[src/rtl/gpc_pkg.sv]
package gpc_pkg;
  localparam int C053_W1 = 5;
  localparam int C063_W1 = 6;
  localparam int C344_W1 = 4;
  localparam int C344_W2 = 3;
  localparam int C354_W1 = 5;
  localparam int C354_W2 = 3;
  localparam int MAX_W1  = 6;  // widest single-column shape built from adder cells

  function automatic int shape_max(input int k0, input int k1);
    return k0 + 2 * k1;
  endfunction

  function automatic int shape_width(input int k0, input int k1);
    return $clog2(shape_max(k0, k1) + 1);
  endfunction
endpackage

[src/rtl/fa_cell.sv]
module fa_cell (
  input  logic a_i,
  input  logic b_i,
  input  logic c_i,
  output logic s_o,
  output logic co_o
);
  assign {co_o, s_o} = {1'b0, a_i} + {1'b0, b_i} + {1'b0, c_i};
endmodule

[src/rtl/ha_cell.sv]
module ha_cell (
  input  logic a_i,
  input  logic b_i,
  output logic s_o,
  output logic co_o
);
  assign {co_o, s_o} = {1'b0, a_i} + {1'b0, b_i};
endmodule

[src/rtl/gpc_sep_cell.sv]
module gpc_sep_cell (
  input  logic val_i,
  input  logic cin_i,
  output logic sum_o,
  output logic cout_o
);
  // cin + 2*val: the sum bit carries cin, the carry bit carries val
  assign {cout_o, sum_o} = {1'b0, val_i} + {1'b0, val_i} + {1'b0, cin_i};

  always_comb begin
    p_sep_sum_r6: assert (sum_o == cin_i) else $error("separator sum mismatch");
    p_sep_cout_r7: assert (cout_o == val_i) else $error("separator carry mismatch");
  end
endmodule

[src/rtl/gpc_w1_count.sv]
module gpc_w1_count #(
  parameter int K  = 6,
  localparam int NW = $clog2(K + 1)
) (
  input  logic [K-1:0]  bits_i,
  output logic [NW-1:0] sum_o
);
  import gpc_pkg::*;

  logic [MAX_W1-1:0] a;
  logic s0, c0, s1, c1, k0, z1, z2;

  generate
    if (K == MAX_W1) begin : g_full
      assign a = bits_i;
    end else begin : g_pad
      assign a = {{(MAX_W1 - K){1'b0}}, bits_i};
    end
  endgenerate

  fa_cell u_fa_lo (.a_i(a[1]), .b_i(a[2]), .c_i(a[3]), .s_o(s0), .co_o(c0));
  ha_cell u_ha_hi (.a_i(a[4]), .b_i(a[5]), .s_o(s1), .co_o(c1));
  // two-column final adder
  fa_cell u_col0  (.a_i(s0), .b_i(s1), .c_i(a[0]), .s_o(sum_o[0]), .co_o(k0));
  fa_cell u_col1  (.a_i(c0), .b_i(c1), .c_i(k0), .s_o(z1), .co_o(z2));

  assign sum_o[NW-1:1] = {z2, z1};

  always_comb begin
    // structural count agrees with a population count
    p_count_match_r1: assert (int'(sum_o) == $countones(bits_i)) else $error("w1 count mismatch");
    p_no_overflow_r5: assert (int'(sum_o) <= K) else $error("w1 count overflow");
    p_parity_r8: assert (sum_o[0] == ^bits_i) else $error("w1 parity mismatch");
  end
endmodule

[src/rtl/gpc_w21_count.sv]
module gpc_w21_count #(
  parameter int K0 = 5,
  parameter int K1 = 3,
  localparam int NW = gpc_pkg::shape_width(K0, K1)
) (
  input  logic [K0-1:0] w1_i,
  input  logic [K1-1:0] w2_i,
  output logic [NW-1:0] sum_o
);
  logic [NW-1:0] acc;

  always_comb begin
    acc = '0;
    for (int i = 0; i < K0; i++) acc = acc + NW'(w1_i[i]);
    for (int j = 0; j < K1; j++) acc = acc + NW'({w2_i[j], 1'b0});
  end

  assign sum_o = acc;

  always_comb begin
    // weighted count
    p_weighted_r3: assert (int'(sum_o) == $countones(w1_i) + 2 * $countones(w2_i))
      else $error("weighted count mismatch");
    p_no_overflow_r5: assert (int'(sum_o) <= gpc_pkg::shape_max(K0, K1))
      else $error("weighted count overflow");
  end
endmodule

[src/rtl/gpc_lib_top.sv]
module gpc_lib_top (
  input  logic [4:0] c053_w1_i,
  output logic [2:0] c053_sum_o,
  input  logic [5:0] c063_w1_i,
  output logic [2:0] c063_sum_o,
  input  logic [3:0] c344_w1_i,
  input  logic [2:0] c344_w2_i,
  output logic [3:0] c344_sum_o,
  input  logic [4:0] c354_w1_i,
  input  logic [2:0] c354_w2_i,
  output logic [3:0] c354_sum_o,
  input  logic       sep_val_i,
  input  logic       sep_cin_i,
  output logic       sep_sum_o,
  output logic       sep_cout_o
);
  import gpc_pkg::*;

  gpc_w1_count #(.K(C053_W1)) u_c053 (.bits_i(c053_w1_i), .sum_o(c053_sum_o));
  gpc_w1_count #(.K(C063_W1)) u_c063 (.bits_i(c063_w1_i), .sum_o(c063_sum_o));

  gpc_w21_count #(.K0(C344_W1), .K1(C344_W2)) u_c344 (
    .w1_i(c344_w1_i), .w2_i(c344_w2_i), .sum_o(c344_sum_o));
  gpc_w21_count #(.K0(C354_W1), .K1(C354_W2)) u_c354 (
    .w1_i(c354_w1_i), .w2_i(c354_w2_i), .sum_o(c354_sum_o));

  gpc_sep_cell u_sep (
    .val_i(sep_val_i), .cin_i(sep_cin_i), .sum_o(sep_sum_o), .cout_o(sep_cout_o));
endmodule

[config.mk]
export PLATFORM = sky130hd
export DESIGN_NAME = gpc_lib_top
export DESIGN_NICKNAME = d
export VERILOG_FILES = /design/src/rtl/gpc_pkg.sv /design/src/rtl/fa_cell.sv /design/src/rtl/ha_cell.sv /design/src/rtl/gpc_sep_cell.sv /design/src/rtl/gpc_w1_count.sv /design/src/rtl/gpc_w21_count.sv /design/src/rtl/gpc_lib_top.sv
export SDC_FILE = /design/constraint.sdc
export NUM_CORES = 1
export LEC_CHECK = 0
export BUFFER_PORTS_ARGS = -buffer_cell sky130_fd_sc_hd__buf_2
export CORE_AREA = 2 2 39 41
export DETAILED_ROUTE_END_ITERATION = 10
export DIE_AREA = 0 0 41 43
export PLACE_DENSITY_LB_ADDON = 0.2
export SYNTH_ARGS = -nofsm -noshare
export SYNTH_HDL_FRONTEND = slang
export SYNTH_HIERARCHICAL = 1
export SYNTH_SLANG_ARGS = --single-unit
[constraint.sdc]
create_clock -name vclk -period 1.75
set_input_delay 0 -clock vclk [all_inputs]
set_output_delay 0 -clock vclk [all_outputs]
set_load 0.01 [all_outputs]
Word level (Yosys, flattened, before mapping)
Cells that the tools add are included.

Word-level logic and storage cells: 27. Input bits: 28. Register bits after elaboration: 0. Output and inout bits: 16.

Add/subtract/negate cells: 27.

Operators with widths (count): $add 4x2->4 (6); $add 1x1->2 (10); $add 4x1->4 (5); $add 2x1->2 (6).

Depth between registers and ports, before layout
Gate-level depths: netlist (run 1).

Depth after elaboration: 7. Depth in mapped cells: 6. Depth with buffers taken out: 6.

Hierarchy
Netlist (run 1), hierarchy kept.

Modules (own cells, without submodules): gpc_w21_count (u_c354) (instances 1, area an instance 136.4 um2, cells an instance 15); fa_cell (instances 6, area an instance 20.0 um2, cells an instance 1); gpc_w21_count (u_c344) (instances 1, area an instance 120.1 um2, cells an instance 12); gpc_sep_cell (instances 1, area an instance 43.8 um2, cells an instance 5); ha_cell (instances 2, area an instance 12.5 um2, cells an instance 1); gpc_w1_count (u_c053) (instances 1, area an instance 18.8 um2, cells an instance 3); gpc_w1_count (u_c063) (instances 1, area an instance 15.0 um2, cells an instance 2).

Worst setup path after synthesis (run 1)
Ideal clock, no wire load.

Path type: in2out. Start point: input port c053_w1_i[1]. End point: output port c053_sum_o[1]. Path slack: 0.230 ns. Arrival: 1.520 ns. Stages: 4. Buffers on the path: 1. Data required time: 1.750 ns. Cell sequence: fa_1 fa_1 fa_1 buf_4.

Word-level cells in the longest chain between the ends: 5.

RTL lines: from (decl) (line gpc_lib_top.sv:2) `input logic [4:0] c053_w1_i,`; $add 1x1->2 (line fa_cell.sv:8) `assign {co_o, s_o} = {1'b0, a_i} + {1'b0, b_i} + {1'b0, c_i};`; $add 2x1->2 (line fa_cell.sv:8); $add 1x1->2 (line fa_cell.sv:8); $add 2x1->2 (line fa_cell.sv:8); named net u_c053.k0 (line gpc_w1_count.sv:11) `logic s0, c0, s1, c1, k0, z1, z2;`; $add 1x1->2 (line fa_cell.sv:8); to (decl) (line gpc_lib_top.sv:3) `output logic [2:0] c053_sum_o,`.

The timed path passes the listed nets, and every way through them passes these cells.

Worst setup path in the final report (run 1)
Start point: input port c053_w1_i[1]. End point: output port c053_sum_o[1].

Word-level cells in the longest chain between the ends: 5.

RTL lines (line): $add 1x1->2 (fa_cell.sv:8); $add 2x1->2 (fa_cell.sv:8); named net u_c053.s0 (gpc_w1_count.sv:11); $add 1x1->2 (fa_cell.sv:8); $add 2x1->2 (fa_cell.sv:8); named net u_c053.k0 (gpc_w1_count.sv:11); $add 1x1->2 (fa_cell.sv:8).

The timed path passes the listed nets, and every way through them passes these cells.

==> results.md, run 1 <==
* GRT Residual Overflow at 0
* Placed insts at 101
* Worst path cell trace: buf_2 > fa_1 > fa_1 > fa_1 > buf_2
* Synthesized area per cell at 10.6 um2
* HPWL Detailed at 860 um
* Clock buf count at 0
* Seq_cells at 0
* Final min period at 1670 ps
* Mapped Nets at 93
* Slowest stage cell on the critical path: fa_1
* Critical Path AT at 1670 ps
* Starting Density at 0.346
* Peak supply drop at 0.000198 V
* First-pass DRT Iterations at 1
* Iteration-0 DRC count of the detailed router at 0
* Synth top area share at 0.543
* Die footprint at 1760 um2
* Core area at 1380 um2
* Antenna violations before repair at 0
* Worst EP required at 1750 ps
* Wirelength per Cell at 8.20 um
* Post-synthesis cell area at 479 um2
* Hold Crit Depth at 3
* Final GP Congestion at 0.580
* Unique masters post-synth at 11
* Finished Layout Cells at 101
* Layout cells sized above 1 at 0.529
* Largest net degree at the start of global routing at 4
* Antenna-violating nets left at 0
* Sequential area share after synthesis at 0
* Period utilization at 0.954
* I/O pins at 44
* Die span in x at 41 um
* Setup violations, final at 0
* # DRC at 0
* Met3 Usage GRT at 0.00524
* CTS resizes at 0
* Num rows at 14
* Met1 GRT Util at 0.128
* Diodes inserted at 0
* GRT Total Usage at 0.106
* Synth top area cells: fa_1 54%, ha_1 18%, inv_1 9.4%
* Setup Crit Path Kind: primary input to primary output
* Commonest cells post-synth: 13 x fa_1, 12 x inv_1, 7 x ha_1
* Yosys Warn Count at 6
* Crit end category: primary output
* Top-count cell post-synth: fa_1
* Maximum clock rate at 599 MHz
* Worst min-delay path endpoint: sep_sum_o
* Hold/Removal Path Class: primary input to primary output
* Fin nets at 135
* RSZ-0062 raised after global routing: false
* Post-route setup TNS at 0 ps
* Post-CTS Setup Inserts at 0
* Mapped Cells at 45
* IO Port Bufs at 44
* Synth area leader: fa_1
* Vias in the first global route at 398
* First-pass GRT wire length at 1390 um
* Storage element area at 0 um2
* Die Y at 43 um
* Vias per Instance at 4.09
* Final max-slew violation count at 0
* Most used routing layer: met2
* Leakage at 0.000409 uW
* Final WL at 828 um
* Startpoint Class: primary input
* Cts hold-fix bufs at 0
* Status: completed
* Max-cap violations at 0
* CP most frequent cell: fa_1
* Fillers at 144
* Largest fanout on the critical path at 1
* Vias after detailed routing at 413
* CP peak stage delay at 500 ps
* Hold_sp: sep_val_i
* M2 GR Usage at 0.203
* Final Hold Viols at 0
* Pwr dens at 435 nW/um2
* Synth-to-layout area growth at 44.4%
power by group:
group / internal, uW / leakage (uW) / switching, uW
Clock: 0 / 0 / 0
Combinational: 146 / 0.000409 / 155
Sequential: 0 / 0 / 0
final cells by class:
class | count | area [um2] | share of cell area
Inverter | 12 | 45.0 | 0.0651
Multi-Input combinational cell | 29 | 407 | 0.588
Tap cell | 16 | 20.0 | 0.0289
Timing Repair Buffer | 44 | 220 | 0.318
cell families after synthesis:
kind of cell | after synthesis | synth area share
AO/OA/AOI/OAI | 2 | 0.0209
adder cells (fa/ha/maj) | 20 | 0.726
other | 1 | 0.00783
AND/OR/NAND/NOR | 3 | 0.0340
XOR/XNOR | 3 | 0.0548
buffers and inverters | 16 | 0.157
worst max-delay path by stage:
stage               slack [ps]            end          from  cells after the start
CTS                         60  c053_sum_o[1]  c053_w1_i[1]                      5
global placement           100  c063_sum_o[1]  c063_w1_i[1]                      5
global route                20  c063_sum_o[1]  c063_w1_i[1]                      5
floorplan                  230  c053_sum_o[1]  c053_w1_i[1]                      4
finish                      80  c053_sum_o[1]  c053_w1_i[1]                      5
detailed placement          70  c053_sum_o[1]  c053_w1_i[1]                      5
routing by layer:
| layer | share of wire | vias up |
|---|---|---|
| met3 | 0.12 | 0 |
| met4 | 0 | 0 |
| met2 | 0.55 | 23 |
| met1 | 0.32 | 185 |
| li1 | - | 205 |
| met5 | 0 | - |
placed cells by master (no fill, tap or decap), types with 2 or more instances in the layout:
| cell type | n |
|---|---|
| ha_1 | 7 |
| inv_1 | 12 |
| a21oi_1 | 2 |
| fa_1 | 12 |
| xnor2_1 | 2 |
| buf_2 | 44 |
through the flow:
stage	setup slack (ps)	hold WS [ps]	total power [uW]	area, um2	utilization
detailed placement	65.1	304	308	689	0.498
global placement	97.2	305	299	689	0.498
floorplan	230	87.7	209	479	-
global route	22.5	327	350	692	0.500
CTS	64.8	306	310	689	0.498
finish	79.7	302	301	692	0.500
worst max-delay path: cells and delay by family:
family / cells / cell delay [ps]
adder cells (fa/ha/maj): 3 / 1430
buffers and inverters: 2 / 230
(Power assumes the default switching activity.)
==> inputs of run 2 (changes only) <==
--- a/config.mk
+++ b/config.mk
@@ -6,9 +6,10 @@
 export NUM_CORES = 1
 export LEC_CHECK = 0
 export BUFFER_PORTS_ARGS = -buffer_cell sky130_fd_sc_hd__buf_2
-export CORE_AREA = 2 2 39 41
+export CELL_PAD_IN_SITES_DETAIL_PLACEMENT = 1
+export CELL_PAD_IN_SITES_GLOBAL_PLACEMENT = 1
+export CORE_UTILIZATION = 27
 export DETAILED_ROUTE_END_ITERATION = 10
-export DIE_AREA = 0 0 41 43
 export PLACE_DENSITY_LB_ADDON = 0.2
 export SYNTH_ARGS = -nofsm -noshare
 export SYNTH_HDL_FRONTEND = slang
==> constraint.sdc (replaced) <==
create_clock -name vclk -period 1.92
set_input_delay 0 -clock vclk [all_inputs]
set_output_delay 0 -clock vclk [all_outputs]
set_load 0.01 [all_outputs]
==> run 2 against run 1 <==
  * The flow now finishes with violations (DRC)
  * Wire length rose by 28%
  * Clock-buffer cell count stayed put
  * Global-route usage rose by 1.2 points
  * Die area up 10%
  * Design area down 0.36%
  * Core utilization fell by 6.3 points
  * Critical endpoint is now c063_sum_o[1]
  * Largest cell class unchanged
==> results.md, run 2 (synthesized netlist as in run 1, its figures left out) <==
* Status: finished, violations left (was completed)
* Failing checks: DRC
* Multi-input logic area at 404 um2 (was 407 um2)
* Synth-to-layout area growth at 43.9% (was 44.4%)
* Cts hold-fix bufs at 0 (unchanged)
* Startpoint Class: primary input (unchanged)
* Largest net degree at the start of global routing at 4 (unchanged)
* Vias in the first global route at 482 (was 398)
* Sequential Power Share at 0 (about the same)
* Die span in x at 44.1 um (was 41 um)
* Layout cells sized above 1 at 0.518 (was 0.529)
* RSZ-0062 raised after global routing: false (unchanged)
* Crit end category: primary output (unchanged)
* Period utilization at 0.882
* Max-cap violations at 0 (unchanged)
* Core area at 1580 um2 (was 1380 um2)
* Setup violations, final at 0 (unchanged)
* Diodes inserted at 0 (unchanged)
* Clock share of power at 0 (about the same)
* Seq_cells at 0 (unchanged)
* Fillers at 204 (was 144)
* Clock buf count at 0 (unchanged)
* Int Pwr at 135 uW (was 146 uW)
* First-pass DRT Iterations at 6 (was 1)
* Antenna-violating nets left at 0 (unchanged)
* Post-CTS Setup Inserts at 0 (unchanged)
* Num rows at 14 (unchanged)
* NetSw at 147 uW (was 155 uW)
* Storage element area at 0 um2 (unchanged)
* Vias after detailed routing at 434 (was 413)
* Worst EP required at 1920 ps (was 1750 ps)
* Iteration-0 DRC count of the detailed router at 4 (was 0)
* GRT Total Usage at 0.118 (was 0.106)
* HPWL Detailed at 1070 um (was 860 um)
* Critical Path AT at 1690 ps (was 1670 ps)
* First-pass GRT wire length at 1840 um (was 1390 um)
* Antenna violations before repair at 0 (unchanged)
* Fin nets at 135 (unchanged)
* Peak supply drop at 0.000116 V (was 0.000198 V)
* Setup Crit Path Kind: primary input to primary output (unchanged)
* # DRC at 3 (was 0)
* CTS resizes at 0 (unchanged)
* Final GP Congestion at 0.670 (was 0.580)
* Sw frac at 0.522 (was 0.515)
* Final min period at 1690 ps
* Vias per Instance at 4.30 (was 4.09)
* Final Hold Viols at 0 (unchanged)
* Comb pwr share at 1.000 (about the same)
* Min Hold Slack at 313 ps (was 302 ps)
* Post-route setup TNS at 0 ps (unchanged)
* Largest fanout on the critical path at 1 (unchanged)
* Die footprint at 1950 um2 (was 1760 um2)
* Most frequent cells in the layout: 44 x buf_2, 13 x fa_1, 12 x inv_1 (was 44 x buf_2, 12 x fa_1, 12 x inv_1)
* Final max-slew violation count at 0 (unchanged)
* GRT Residual Overflow at 0 (unchanged)
* Die Y at 44.1 um (was 43 um)
* Wirelength per Cell at 10.5 um (was 8.20 um)
* Final WL at 1060 um (was 828 um)
* Leakage at 0.000409 uW (about the same)
* Starting Density at 0.304 (was 0.346)
* I/O pins at 44 (unchanged)
* Most common library cell in the layout ignoring fill and taps: buf_2 (unchanged)
* IO Port Bufs at 44 (unchanged)
* Maximum clock rate at 590 MHz
* Pwr dens at 408 nW/um2 (was 435 nW/um2)
* Hold/Removal Path Class: primary input to primary output (unchanged)
run 2: layout make-up:
| type | instances | share of cell area |
|---|---|---|
| Inverter | 12 | 0.0653 |
| Multi-Input combinational cell | 29 | 0.586 |
| Tap cell | 16 | 0.0290 |
| Timing Repair Buffer | 44 | 0.319 |
run 2: per-layer routing:
metal | part of all wire | track usage
met3 | 0.092 | 0.00816
met1 | 0.36 | 0.137
met4 | 0 | 0
met5 | 0 | 0
met2 | 0.55 | 0.244
run 2: final timing paths:
path / cells after the start / startpoint / to
setup / recovery: 5 / c063_w1_i[1] / c063_sum_o[1]
hold / removal: 3 / sep_val_i / sep_sum_o
run 2: power groups by stage:
stage / clock network [uW] / logic [uW] / registers, uW
3_5_place_dp: 0 / 288 / 0
4_1_cts: 0 / 290 / 0
6_report: 0 / 282 / 0
3_3_place_gp: 0 / 279 / 0
5_1_grt: 0 / 323 / 0
2_1_floorplan: 0 / 191 / 0
run 2: critical path, cell delays in order:
cell and delay (ps):
buf_2 110, fa_1 500, fa_1 460, fa_1 500
buf_2 130
run 2: metrics by stage:
stage | worst slack, ps | cell area (um2) | util | power (uW) | std cells
floorplan | 400 | 479 | - | 191 | 45
global placement | 254 | 689 | 0.437 | 279 | 101
detailed placement | 222 | 689 | 0.437 | 288 | 101
CTS | 223 | 689 | 0.437 | 290 | 101
global route | 188 | 689 | 0.437 | 323 | 101
finish | 226 | 689 | 0.437 | 282 | 101
